## src/rtl/stp_pkg.sv

```systemverilog
package stp_pkg;
   typedef enum logic {
      DIR_FWD = 1'b0,
      DIR_REV = 1'b1
   } stp_dir_e;
endpackage

```

## src/rtl/stp_toggle.sv

```systemverilog
module stp_toggle #(
   parameter bit INIT = 1'b0
) (
   input  logic clk_i,
   input  logic rst_ni,
   input  logic lvl_i,
   output logic flag_o
);
   logic prev_q;
   logic flag_q;
   logic rise;

   always_comb rise = lvl_i && !prev_q;

   always_ff @(posedge clk_i or negedge rst_ni) begin
      if (!rst_ni) begin
         prev_q <= 1'b0;
         flag_q <= INIT;
      end else begin
         prev_q <= lvl_i;
         flag_q <= flag_q ^ rise;
      end
   end

   assign flag_o = flag_q;

   // a level held high flips the flag no more than once
   assert_toggle_once_R4: assert property (@(posedge clk_i) disable iff (!rst_ni)
      ($past(lvl_i) && $past(lvl_i, 2)) |-> (flag_o == $past(flag_o)));

   // a fresh rising edge always flips the flag
   assert_toggle_flips_R5: assert property (@(posedge clk_i) disable iff (!rst_ni)
      (lvl_i && !prev_q) |=> (flag_o != $past(flag_o)));
endmodule

```

## src/rtl/stp_strobe.sv

```systemverilog
module stp_strobe #(
   parameter int unsigned DIV = 2
) (
   input  logic clk_i,
   input  logic rst_ni,
   input  logic gate_i,
   output logic step_o
);
   if (DIV < 1) begin : g_bad_div
      $error("stp_strobe: DIV must be at least 1");
   end

   if (DIV == 1) begin : g_direct
      assign step_o = gate_i;
   end else begin : g_count
      localparam int unsigned CW = $clog2(DIV);
      localparam logic [CW-1:0] LAST = CW'(DIV - 1);
      logic [CW-1:0] cnt_q;

      always_ff @(posedge clk_i or negedge rst_ni) begin
         if (!rst_ni) begin
            cnt_q <= '0;
         end else if (!gate_i) begin
            cnt_q <= '0;
         end else if (cnt_q == LAST) begin
            cnt_q <= '0;
         end else begin
            cnt_q <= cnt_q + 1'b1;
         end
      end

      assign step_o = gate_i && (cnt_q == LAST);

      // steps never come on adjacent edges
      assert_step_spacing_R6: assert property (@(posedge clk_i) disable iff (!rst_ni)
         step_o |=> !step_o);

      // the first step needs the gate open on the preceding edge too
      assert_first_step_R6: assert property (@(posedge clk_i) disable iff (!rst_ni)
         step_o |-> $past(gate_i));
   end
endmodule

```

## src/rtl/stp_ring.sv

```systemverilog
module stp_ring
   import stp_pkg::*;
#(
   parameter int unsigned PH = 4
) (
   input  logic          clk_i,
   input  logic          rst_ni,
   input  logic          step_i,
   input  stp_dir_e      dir_i,
   output logic [PH-1:0] state_o
);
   if (PH < 2) begin : g_bad_ph
      $error("stp_ring: PH must be at least 2");
   end

   localparam logic [PH-1:0] FWD_START = PH'(1);
   localparam logic [PH-1:0] REV_START = {1'b1, {(PH-1){1'b0}}};

   logic [PH-1:0] state_q;
   logic [PH-1:0] nxt;
   logic          legal;

   always_comb legal = ($countones(state_q) == 1);

   always_comb begin
      if (!legal) begin
         nxt = (dir_i == DIR_FWD) ? FWD_START : REV_START;
      end else if (dir_i == DIR_FWD) begin
         nxt = {state_q[PH-2:0], state_q[PH-1]};
      end else begin
         nxt = {state_q[0], state_q[PH-1:1]};
      end
   end

   always_ff @(posedge clk_i or negedge rst_ni) begin
      if (!rst_ni) begin
         state_q <= FWD_START;
      end else if (step_i) begin
         state_q <= nxt;
      end
   end

   assign state_o = state_q;

   // every step leaves a one-hot word
   assert_onehot_after_step_R9: assert property (@(posedge clk_i) disable iff (!rst_ni)
      $past(step_i) |-> $onehot(state_q));

   assert_fwd_rotate_R2: assert property (@(posedge clk_i) disable iff (!rst_ni)
      ($past(step_i) && ($past(dir_i) == DIR_FWD) && ($countones($past(state_q)) == 1))
      |-> (state_q == {$past(state_q[PH-2:0]), $past(state_q[PH-1])}));

   assert_rev_rotate_R3: assert property (@(posedge clk_i) disable iff (!rst_ni)
      ($past(step_i) && ($past(dir_i) == DIR_REV) && ($countones($past(state_q)) == 1))
      |-> (state_q == {$past(state_q[0]), $past(state_q[PH-1:1])}));

   assert_recover_R9: assert property (@(posedge clk_i) disable iff (!rst_ni)
      ($past(step_i) && ($countones($past(state_q)) != 1))
      |-> (state_q == (($past(dir_i) == DIR_FWD) ? FWD_START : REV_START)));
endmodule

```

## src/rtl/stp_coil_seq.sv

```systemverilog
module stp_coil_seq
   import stp_pkg::*;
#(
   parameter int unsigned PHASES     = 4,
   parameter int unsigned STEP_DIV   = 2,
   parameter bit          ACTIVE_LOW = 1'b1
) (
   input  logic              clk_i,
   input  logic              rst_ni,
   input  logic              run_tgl_i,
   input  logic              dir_tgl_i,
   input  logic              en_i,
   output logic [PHASES-1:0] coil_o
);
   logic              run_q;
   logic              dir_flag;
   stp_dir_e          dir;
   logic              gate;
   logic              step;
   logic [PHASES-1:0] state;

   stp_toggle #(.INIT(1'b0)) u_run (
      .clk_i  (clk_i),
      .rst_ni (rst_ni),
      .lvl_i  (run_tgl_i),
      .flag_o (run_q)
   );

   stp_toggle #(.INIT(1'b0)) u_dir (
      .clk_i  (clk_i),
      .rst_ni (rst_ni),
      .lvl_i  (dir_tgl_i),
      .flag_o (dir_flag)
   );

   assign dir  = stp_dir_e'(dir_flag);
   assign gate = run_q && en_i;

   stp_strobe #(.DIV(STEP_DIV)) u_strobe (
      .clk_i  (clk_i),
      .rst_ni (rst_ni),
      .gate_i (gate),
      .step_o (step)
   );

   stp_ring #(.PH(PHASES)) u_ring (
      .clk_i   (clk_i),
      .rst_ni  (rst_ni),
      .step_i  (step),
      .dir_i   (dir),
      .state_o (state)
   );

   if (ACTIVE_LOW) begin : g_drive_low
      assign coil_o = ~state;
   end else begin : g_drive_high
      assign coil_o = state;
   end

   // with the enable low the drive pattern does not move
   assert_hold_disabled_R7: assert property (@(posedge clk_i) disable iff (!rst_ni)
      $past(!en_i) |-> $stable(coil_o));

   // no step is taken while the run flag is clear
   assert_no_step_stopped_R8: assert property (@(posedge clk_i) disable iff (!rst_ni)
      !run_q |-> !step);
endmodule

```

## config.mk

```make
export PLATFORM = sky130hd
export DESIGN_NAME = stp_coil_seq
export DESIGN_NICKNAME = d
export VERILOG_FILES = /design/src/rtl/stp_pkg.sv /design/src/rtl/stp_toggle.sv /design/src/rtl/stp_strobe.sv /design/src/rtl/stp_ring.sv /design/src/rtl/stp_coil_seq.sv
export SDC_FILE = /design/constraint.sdc
export NUM_CORES = 1
export LEC_CHECK = 0
export ABC_AREA = 1
export BUFFER_PORTS_ARGS = -buffer_cell sky130_fd_sc_hd__buf_2
export CAP_MARGIN = 40
export CORE_AREA = 2 2 39 41
export CTS_CLUSTER_SIZE = 16
export DETAILED_ROUTE_END_ITERATION = 10
export DIE_AREA = 0 0 41 43
export PLACE_DENSITY = 0.53
export SLEW_MARGIN = 20
export SYNTH_ARGS = -nofsm -noshare
export SYNTH_HDL_FRONTEND = slang
export SYNTH_SLANG_ARGS = --single-unit
```

## constraint.sdc

```tcl
create_clock -name clk_i -period 2.1 [get_ports clk_i]
set_input_delay 0.42 -clock clk_i [delete_from_list [all_inputs] [get_ports clk_i]]
set_output_delay 0.42 -clock clk_i [all_outputs]
set_load 0.05 [all_outputs]
```

==> impl_metrics.tcl, run 1 <==
set metrics [dict create \
    status "finished, final reports clean" \
    syn-cell-area_sq_um 473 \
    cts.sinks 9 \
    clock.fmax_mhz 503 \
    diodes 0 \
    yosysWarnings 0 \
    clk_latency_ps 260 \
    ant_nets 0 \
    power_switching_mw 0.490 \
    dr.pass1.iters 2 \
    grt.total_usage_pct 13.1 \
    yosys-top-cells-area "dfrtp_1, nand2_1, ha_1, inv_1, dfstp_2" \
    place_ws_ps 112 \
    worst_slew_pin_slew_ps 244 \
    first_global_vias 362 \
    root_buffer "clkbuf_4" \
    ys_seq_area_share_pct 47.9 \
    final_common_cell "nand2_1" \
    setup_viol 0 \
    drv_slew 0 \
    ios 9 \
    overflow 0 \
    p_sw_share_pct 49.2 \
    yosysTopAreaCell "dfrtp_1" \
    final_cell_mix "nand2_1, inv_1, buf_2, dfrtp_1" \
    dpl.hpwl_um 676 \
    fin_ws_ps 112 \
    cp-start-kind "flip-flop" \
    finalSetupTns_ps 0 \
    drt_iter0_drc 10 \
    fin_cells 86 \
    crit_required_ps 2250 \
    drc 0 \
    grt_setup_unrepaired "no" \
    relSlewSlack_pct 83.8 \
    globalplace.congestion 0.742 \
    path_max_fanout 4 \
    period_minus_slack_ps 1990 \
    cap_violations 0 \
    power.leakage_nw 0.317 \
    n_fill_cell 155 \
    final_area_sq_um 569 \
    placed_area_sq_um 541 \
    final-hold-violation-count 0 \
    dr_total_vias 388 \
    pwr-share-comb_pct 56.2 \
    cts_hold_buf 0 \
    via_per_inst 4.51 \
    clkPwrFrac_pct 13.4 \
    synthCells 57 \
    nNetsFinal 80 \
    antenna_found_initial 0 \
    power.internal_mw 0.506 \
    critPathCaptureType "flip-flop" \
    synth.top_cell.area_share_pct 42.3 \
    cts.clk_slew.worst_paths_ps 60 \
    ir_worst_vdd_uv 697 \
    synth_seq_cells 9 \
    h-tree-depth 1 \
    die-area_sq_um 1760 \
    grt_max_degree 10 \
    cts_tree "built" \
    die_w_um 41 \
    numPortBuffers 8 \
    die_height_um 43 \
    hold_path.class "input pin to async pin" \
    core_area_sq_um 1380 \
    holdWs_ps 0.161 \
    synth.distinct_cells 12 \
    wl_per_cell_um 9.92 \
    std_cell_rows 14 \
    syn-num-nets 66 \
    start_util_pct 34.2 \
    cts_buffer_depth 2 \
    placed_cells 82 \
    fin_util_pct 41.1 \
    crit_arrival_ps 2140 \
    cts_buffers 3 \
    fin_total_pwr_mw 0.996 \
    syn2layout_area_growth_pct 20.4 \
    drive_above_1_share_pct 21.4 \
    wirelength_um 853 \
    power.density_nw_per_um2 1750 \
    sequentialPowerShare_pct 30.4 \
    synth.avg_cell_area_sq_um 8.30 \
    crit_type "flip-flop to flip-flop" \
    grt_pass1_wl_um 1490 \
    fin_skew_ps 2.33 \
    final.period_utilization_pct 94.7 \
]
[path summary, 6_finish.rpt]
kind / from / endpoint / slack (ps) / cells past startpoint
worst max-delay path: u_ring.state_o[0] / u_ring.state_o[3] / 110 / 8
worst min-delay path: rst_ni / u_dir.flag_o / 0.2 / 1
worst max register to register: u_ring.state_o[0] / u_ring.state_o[3] / 110 / 8
worst min register to register: u_strobe.g_count.cnt_q / u_strobe.g_count.cnt_q / 420 / 1
max in group asynchronous: rst_ni / u_ring.state_o[0] / 1850 / 1
min in group clk_i: dir_tgl_i / u_dir.prev_q / 280 / 1
[what timing repair did]
action / in CTS / in global routing
gates resized for setup: 0 / 1
setup buffers: 0 / 0
endpoints found under the setup margin: 0 / 2
[power by group through the flow]
stage               clock (mW)  sequential [mW]  combinational, mW
finish                   0.133            0.302              0.560
global route             0.149            0.315              0.642
CTS                      0.139            0.302              0.549
detailed placement           0            0.305              0.543
global placement             0            0.305              0.537
floorplan                    0            0.292              0.423
[cell usage after synthesis]
library cell and number:
dfrtp_1 8, dfstp_2 1, fa_1 1, ha_1 3
inv_1 9, inv_2 1, nand2_1 21, nand3_1 4
nand3b_1 1, nor2_1 2, o21ai_0 4, xor2_1 2
[registers in the layout, summed over array words and instances, names as in the netlist]
signal / flops
u_dir.flag_o: 1
u_dir.prev_q: 1
u_ring.state_o: 4
u_run.flag_o: 1
u_run.prev_q: 1
u_strobe.g_count.cnt_q: 1
[layer usage]
| layer | share of wire [%] | global-route usage (%) | up-vias |
|---|---|---|---|
| li1 | - | - | 201 |
| met1 | 45 | 16.8 | 181 |
| met2 | 51 | 19.1 | 6 |
| met3 | 4.0 | 4.71 | 0 |
| met4 | 0 | 6.00 | 0 |
| met5 | 0 | 0 | - |
[area by class of cell]
type                    count  area, sq um  area share (%)
flip-flops and latches      9          226            39.8
multi-input cells          38          211            37.1
repair buffers              9         47.5            8.35
inverters                  10         37.5            6.59
clock buffers               4         26.3            4.62
well taps                  16         20.0            3.52
[cell families (layout without fill, tap and decap cells)]
| group | count (synthesis) | count (layout) | synth area share (%) |
|---|---|---|---|
| fa+ha+maj | 4 | 4 | 12.2 |
| flops | 9 | 9 | 47.9 |
| simple gates | 28 | 28 | 24.1 |
| compound gates | 4 | 4 | 4.23 |
| buf+inv | 10 | 23 | 7.94 |
| xor+xnor | 2 | 2 | 3.70 |
[critical path: stages (launching register included)]
cell	delay, ps
dfstp_2	550
ha_1	230
ha_1	200
fa_1	480
nand3b_1	180
nand2_1	80
nand2_1	50
nand2_1	50
nand2_1	50
Power figures use the tool's default switching activity.
==> run 2, diff against run 1 <==
--- a/config.mk
+++ b/config.mk
@@ -12,7 +12,7 @@
 export CTS_CLUSTER_SIZE = 16
 export DETAILED_ROUTE_END_ITERATION = 10
 export DIE_AREA = 0 0 41 43
-export PLACE_DENSITY = 0.53
+export PLACE_DENSITY_LB_ADDON = 0.3
 export SLEW_MARGIN = 20
 export SYNTH_ARGS = -nofsm -noshare
 export SYNTH_HDL_FRONTEND = slang
==> run 2 against run 1 <==
  * Via count down 2.8%
  * Combinational power is 3% lower
  * Clock power about the same
  * Register-to-register slack about the same
  * Count of clock-buffer cells in the layout is the same
  * Critical path depth did not move
  * Global-route usage shrank 0.38 points
  * First-iteration DRC count is 10% lower
  * Die area is the same
  * Sequential share of layout area decreased by 0.17 points
  * Largest power group unchanged
==> impl_metrics.tcl, run 2 (synthesis gave the netlist of run 1 again) <==
set metrics [dict create \
    clkPwrFrac_pct 13.4 \
    std_cell_rows 14 \
    drv_slew 0 \
    holdPathStages 1 \
    pwr-share-comb_pct 55.4 \
    globalplace.congestion 0.753 \
    wirelength_um 800 \
    worst_slew_pin_slew_ps 250 \
    final.period_utilization_pct 94.4 \
    fin_skew_ps 5.96 \
    cap_violations 0 \
    wl_met3_um 31 \
    finalSetupTns_ps 0 \
    sequentialPowerShare_pct 31.2 \
    power_switching_mw 0.486 \
    seq_area_sq_um 226 \
    power.internal_mw 0.493 \
    cts.clk_slew.worst_paths_ps 60 \
    via_per_inst 4.38 \
    overflow 0 \
    dr.pass1.iters 3 \
    rrSetupSlack_ps 120 \
    cts_tree "built" \
    placed_area_sq_um 533 \
    multi_input_area_sq_um 211 \
    status "finished, final reports clean" \
    wl_per_cell_um 9.30 \
    path_max_fanout 4 \
    ir_worst_vdd_uv 712 \
    grt_setup_unrepaired "no" \
    power.leakage_nw 0.317 \
    h-tree-depth 1 \
    antenna_found_initial 0 \
    die-area_sq_um 1760 \
    largest_reg_flops 4 \
    dr_total_vias 377 \
    p_sw_share_pct 49.6 \
    syn2layout_area_growth_pct 20.9 \
    critPathCaptureType "flip-flop" \
    root_buffer "clkbuf_4" \
    die_height_um 43 \
    placed_cells 81 \
    grt.total_usage_pct 12.8 \
    wirelength_met1_um 409 \
    slowest_delay_ps 560 \
    crit_required_ps 2250 \
    fin_cells 86 \
    fin_util_pct 41.3 \
    first_global_vias 383 \
    core_area_sq_um 1380 \
    drive_above_1_share_pct 20.0 \
    setup_viol 0 \
    dpl.hpwl_um 621 \
    critical_path.top_delay_family "adder cells" \
    grt_max_degree 10 \
    crit_arrival_ps 2130 \
    diodes 0 \
    power.density_nw_per_um2 1710 \
    final_common_cell "nand2_1" \
    numPortBuffers 8 \
    post_cts_buffers 0 \
    drc 0 \
    final_cell_mix "nand2_1, inv_1, buf_2, dfrtp_1" \
    final_area_sq_um 572 \
    relSlewSlack_pct 83.4 \
    holdWs_ps 277 \
    cts_buffer_depth 2 \
    crit_type "flip-flop to flip-flop" \
    nNetsFinal 80 \
    final-hold-violation-count 0 \
    reg2reg_depth 8 \
    path_buf_inv 0 \
    ios 9 \
    maxUsedRoutingLayer "met4" \
    cp-start-kind "flip-flop" \
    period_minus_slack_ps 1980 \
    start_util_pct 34.2 \
    ant_nets 0 \
    cts.sinks 9 \
    path_cells "ha_1 > ha_1 > fa_1 > nand3b_1 > nand2_1 > nand2_1 > nand2_1 > nand2_1" \
    drt_iter0_drc 9 \
    grt_pass1_wl_um 1500 \
    crit_cells 8 \
    crit_top_cell "nand2_1" \
    hold_path.class "input pin to flip-flop" \
    slowest_stage "dfstp_2" \
    die_w_um 41 \
    n_fill_cell 150 \
    dr_wl_met2_um 354 \
    clock.fmax_mhz 504 \
    cts_buffers 3 \
    clk_latency_ps 260 \
]
## run 2: cell count changes in the layout (fill, tap and decap cells not counted), sizes merged
cell         previous run  this run
dlygate4sd3             0         1
buf                     9         8
## run 2: what timing repair did
item	in CTS	in global routing
endpoints found under the hold margin	8	0
setup endpoints to repair	0	4
resized for setup	0	1
hold buffers	1	0
## run 2: layer usage
metal  global-route usage (%)  up-vias
li1                         -      198
met1                     18.3      170
met2                     16.6        7
met3                     1.57        2
met4                     10.0        0
met5                        0        -
## run 2: power by group through the flow
stage	Combinational, mW	Sequential (mW)	Clock (mW)
after detailed placement	0.520	0.308	0
final	0.543	0.305	0.131
after global routing	0.628	0.320	0.143
after CTS	0.527	0.305	0.138
after global placement	0.523	0.308	0
after floorplan	0.423	0.292	0
## run 2: path summary, 6_finish.rpt
| check | from | to |
|---|---|---|
| max in group asynchronous | rst_ni | u_ring.state_o[0] |
| setup reg to reg | u_ring.state_o[0] | u_ring.state_o[3] |
| hold reg to reg | u_strobe.g_count.cnt_q | u_strobe.g_count.cnt_q |
| min in group asynchronous | rst_ni | u_run.prev_q |
| setup / recovery | u_ring.state_o[0] | u_ring.state_o[3] |
| hold / removal | run_tgl_i | u_run.prev_q |
## run 2: layout make-up
class                   count  area share (%)
clock buffers               4            4.60
inverters                  10            6.56
multi-input cells          38            37.0
flip-flops and latches      9            39.6
well taps                  16            3.50
repair buffers              9            8.75
## run 2: stage by stage
step                worst slack (ps)  power [mW]
floorplan                        252       0.716
global placement                 138       0.831
global route                    7.03        1.09
CTS                              117       0.970
finish                           118       0.979
detailed placement               126       0.829
==> run 3, diff against run 2 <==
--- a/config.mk
+++ b/config.mk
@@ -13,6 +13,7 @@
 export DETAILED_ROUTE_END_ITERATION = 10
 export DIE_AREA = 0 0 41 43
 export PLACE_DENSITY_LB_ADDON = 0.3
+export RECOVER_POWER = 25
 export SLEW_MARGIN = 20
 export SYNTH_ARGS = -nofsm -noshare
 export SYNTH_HDL_FRONTEND = slang
==> run 3 against run 2 <==
  * Global-route usage unchanged
  * Via count unchanged
  * Clock power about the same
  * Final area decreased by 0.22%
  * First-iteration DRC count unchanged
  * Critical path type unchanged
  * Critical endpoint unchanged
==> impl_metrics.tcl, run 3 (synthesis gave the netlist of run 1 again) <==
set metrics [dict create \
    status "finished, final reports clean" \
    fin_total_pwr_mw 0.979 \
    maxUsedRoutingLayer "met4" \
    final_area_sq_um 571 \
    rr_startpoint "u_ring.state_o[0]" \
    final-hold-violation-count 0 \
    placed_area_sq_um 533 \
    diodes 0 \
    worst_slew_pin_slew_ps 482 \
    largest_reg_flops 4 \
    cts_buffers 3 \
    final_common_cell "nand2_1" \
    hold_path.class "input pin to flip-flop" \
    final_cell_mix "nand2_1, inv_1, dfrtp_1, buf_2" \
    overflow 0 \
    wl_met3_um 31 \
    cts_buffer_depth 2 \
    place_ws_ps 126 \
    fin_cells 86 \
    holdWs_ps 277 \
    ir_worst_vdd_uv 712 \
    h-tree-depth 1 \
    final.period_utilization_pct 94.4 \
    start_util_pct 34.2 \
    nNetsFinal 80 \
    placed_cells 81 \
    wirelength_um 800 \
    grt_pass1_wl_um 1500 \
    setup_viol 0 \
    finalSetupTns_ps 0 \
    critPathCaptureType "flip-flop" \
    worstHoldEndpoint "u_run.prev_q" \
    post_cts_buffers 0 \
    cts.clk_slew.worst_paths_ps 60 \
    grt.total_usage_pct 12.8 \
    via_per_inst 4.38 \
    rrSetupSlack_ps 120 \
    drc 0 \
    crit_arrival_ps 2130 \
    dr_wl_met2_um 354 \
    die_height_um 43 \
    syn2layout_area_growth_pct 20.6 \
    crit_required_ps 2250 \
    dpl.hpwl_um 621 \
    crit_type "flip-flop to flip-flop" \
    wirelength_met1_um 409 \
    power.density_nw_per_um2 1720 \
    numPortBuffers 8 \
    fin_util_pct 41.2 \
    globalplace.congestion 0.753 \
    root_buffer "clkbuf_4" \
    reg2reg_depth 8 \
    die_w_um 41 \
    cts_tree "built" \
    dr.pass1.iters 3 \
    clock.fmax_mhz 504 \
    grt_setup_unrepaired "no" \
    first_global_vias 383 \
    dr_total_vias 377 \
    power.leakage_nw 0.314 \
    drt_iter0_drc 9 \
    std_cell_rows 14 \
    fin_ws_ps 118 \
    period_minus_slack_ps 1980 \
    hold_path_startpoint "run_tgl_i" \
    die-area_sq_um 1760 \
    cts.sinks 9 \
    cap_violations 0 \
    ant_nets 0 \
    clk_latency_ps 260 \
    drive_above_1_share_pct 18.6 \
    relSlewSlack_pct 67.9 \
    drv_slew 0 \
    ios 9 \
    r2r-end "u_ring.state_o[3]" \
    fin_skew_ps 5.99 \
    core_area_sq_um 1380 \
    cp-start-kind "flip-flop" \
    antenna_found_initial 0 \
    holdPathStages 1 \
    path_max_fanout 4 \
    wl_per_cell_um 9.30 \
    grt_max_degree 10 \
]
## run 3: changes by cell type in the layout (fill, tap and decap cells not counted), sizes merged
cell    change
buf         -1
clkbuf      +1
## run 3: cell type report
class | instances | area, sq um
Tap cell | 16 | 20.0
Sequential cell | 9 | 226
Multi-Input combinational cell | 38 | 211
Fill cell | 151 | 813
Inverter | 10 | 37.5
Timing Repair Buffer | 9 | 48.8
Clock buffer | 4 | 26.3
## run 3: worst max-delay path by stage
stage                                    to               from  depth (start not counted)  slack (ps)
after CTS                 u_ring.state_o[1]  u_ring.state_o[0]                          6         120
after floorplan           u_ring.state_o[3]  u_ring.state_o[0]                          8         250
after global routing      u_ring.state_o[3]  u_ring.state_o[0]                          8           7
after global placement    u_ring.state_o[3]  u_ring.state_o[0]                         10         140
final                     u_ring.state_o[3]  u_ring.state_o[0]                          8         120
after detailed placement  u_ring.state_o[1]  u_ring.state_o[0]                          6         130
## run 3: critical path, stage by stage (launching register included)
cell and delay [ps]:
dfstp_2 560, ha_1 230, ha_1 190, fa_1 470, nand3b_1 180, nand2_1 90
nand2_1 60, nand2_1 50, nand2_1 40
## run 3: layer usage
metal / track usage (%) / vias up
met4: 10.0 / 0
li1: - / 198
met3: 1.57 / 2
met1: 18.3 / 170
met2: 16.6 / 7
met5: 0 / -
## run 3: power breakdown
| part | internal, mW | switching [mW] |
|---|---|---|
| Clock | 0.0731 | 0.0577 |
| Combinational | 0.178 | 0.365 |
| Sequential | 0.242 | 0.0637 |
| Total | 0.493 | 0.486 |
## run 3: repair_timing
action / in CTS / in global routing
hold buffers: 1 / 0
endpoints found under the hold margin: 8 / 0
resized for setup: 0 / 1
setup endpoints to repair: 0 / 4
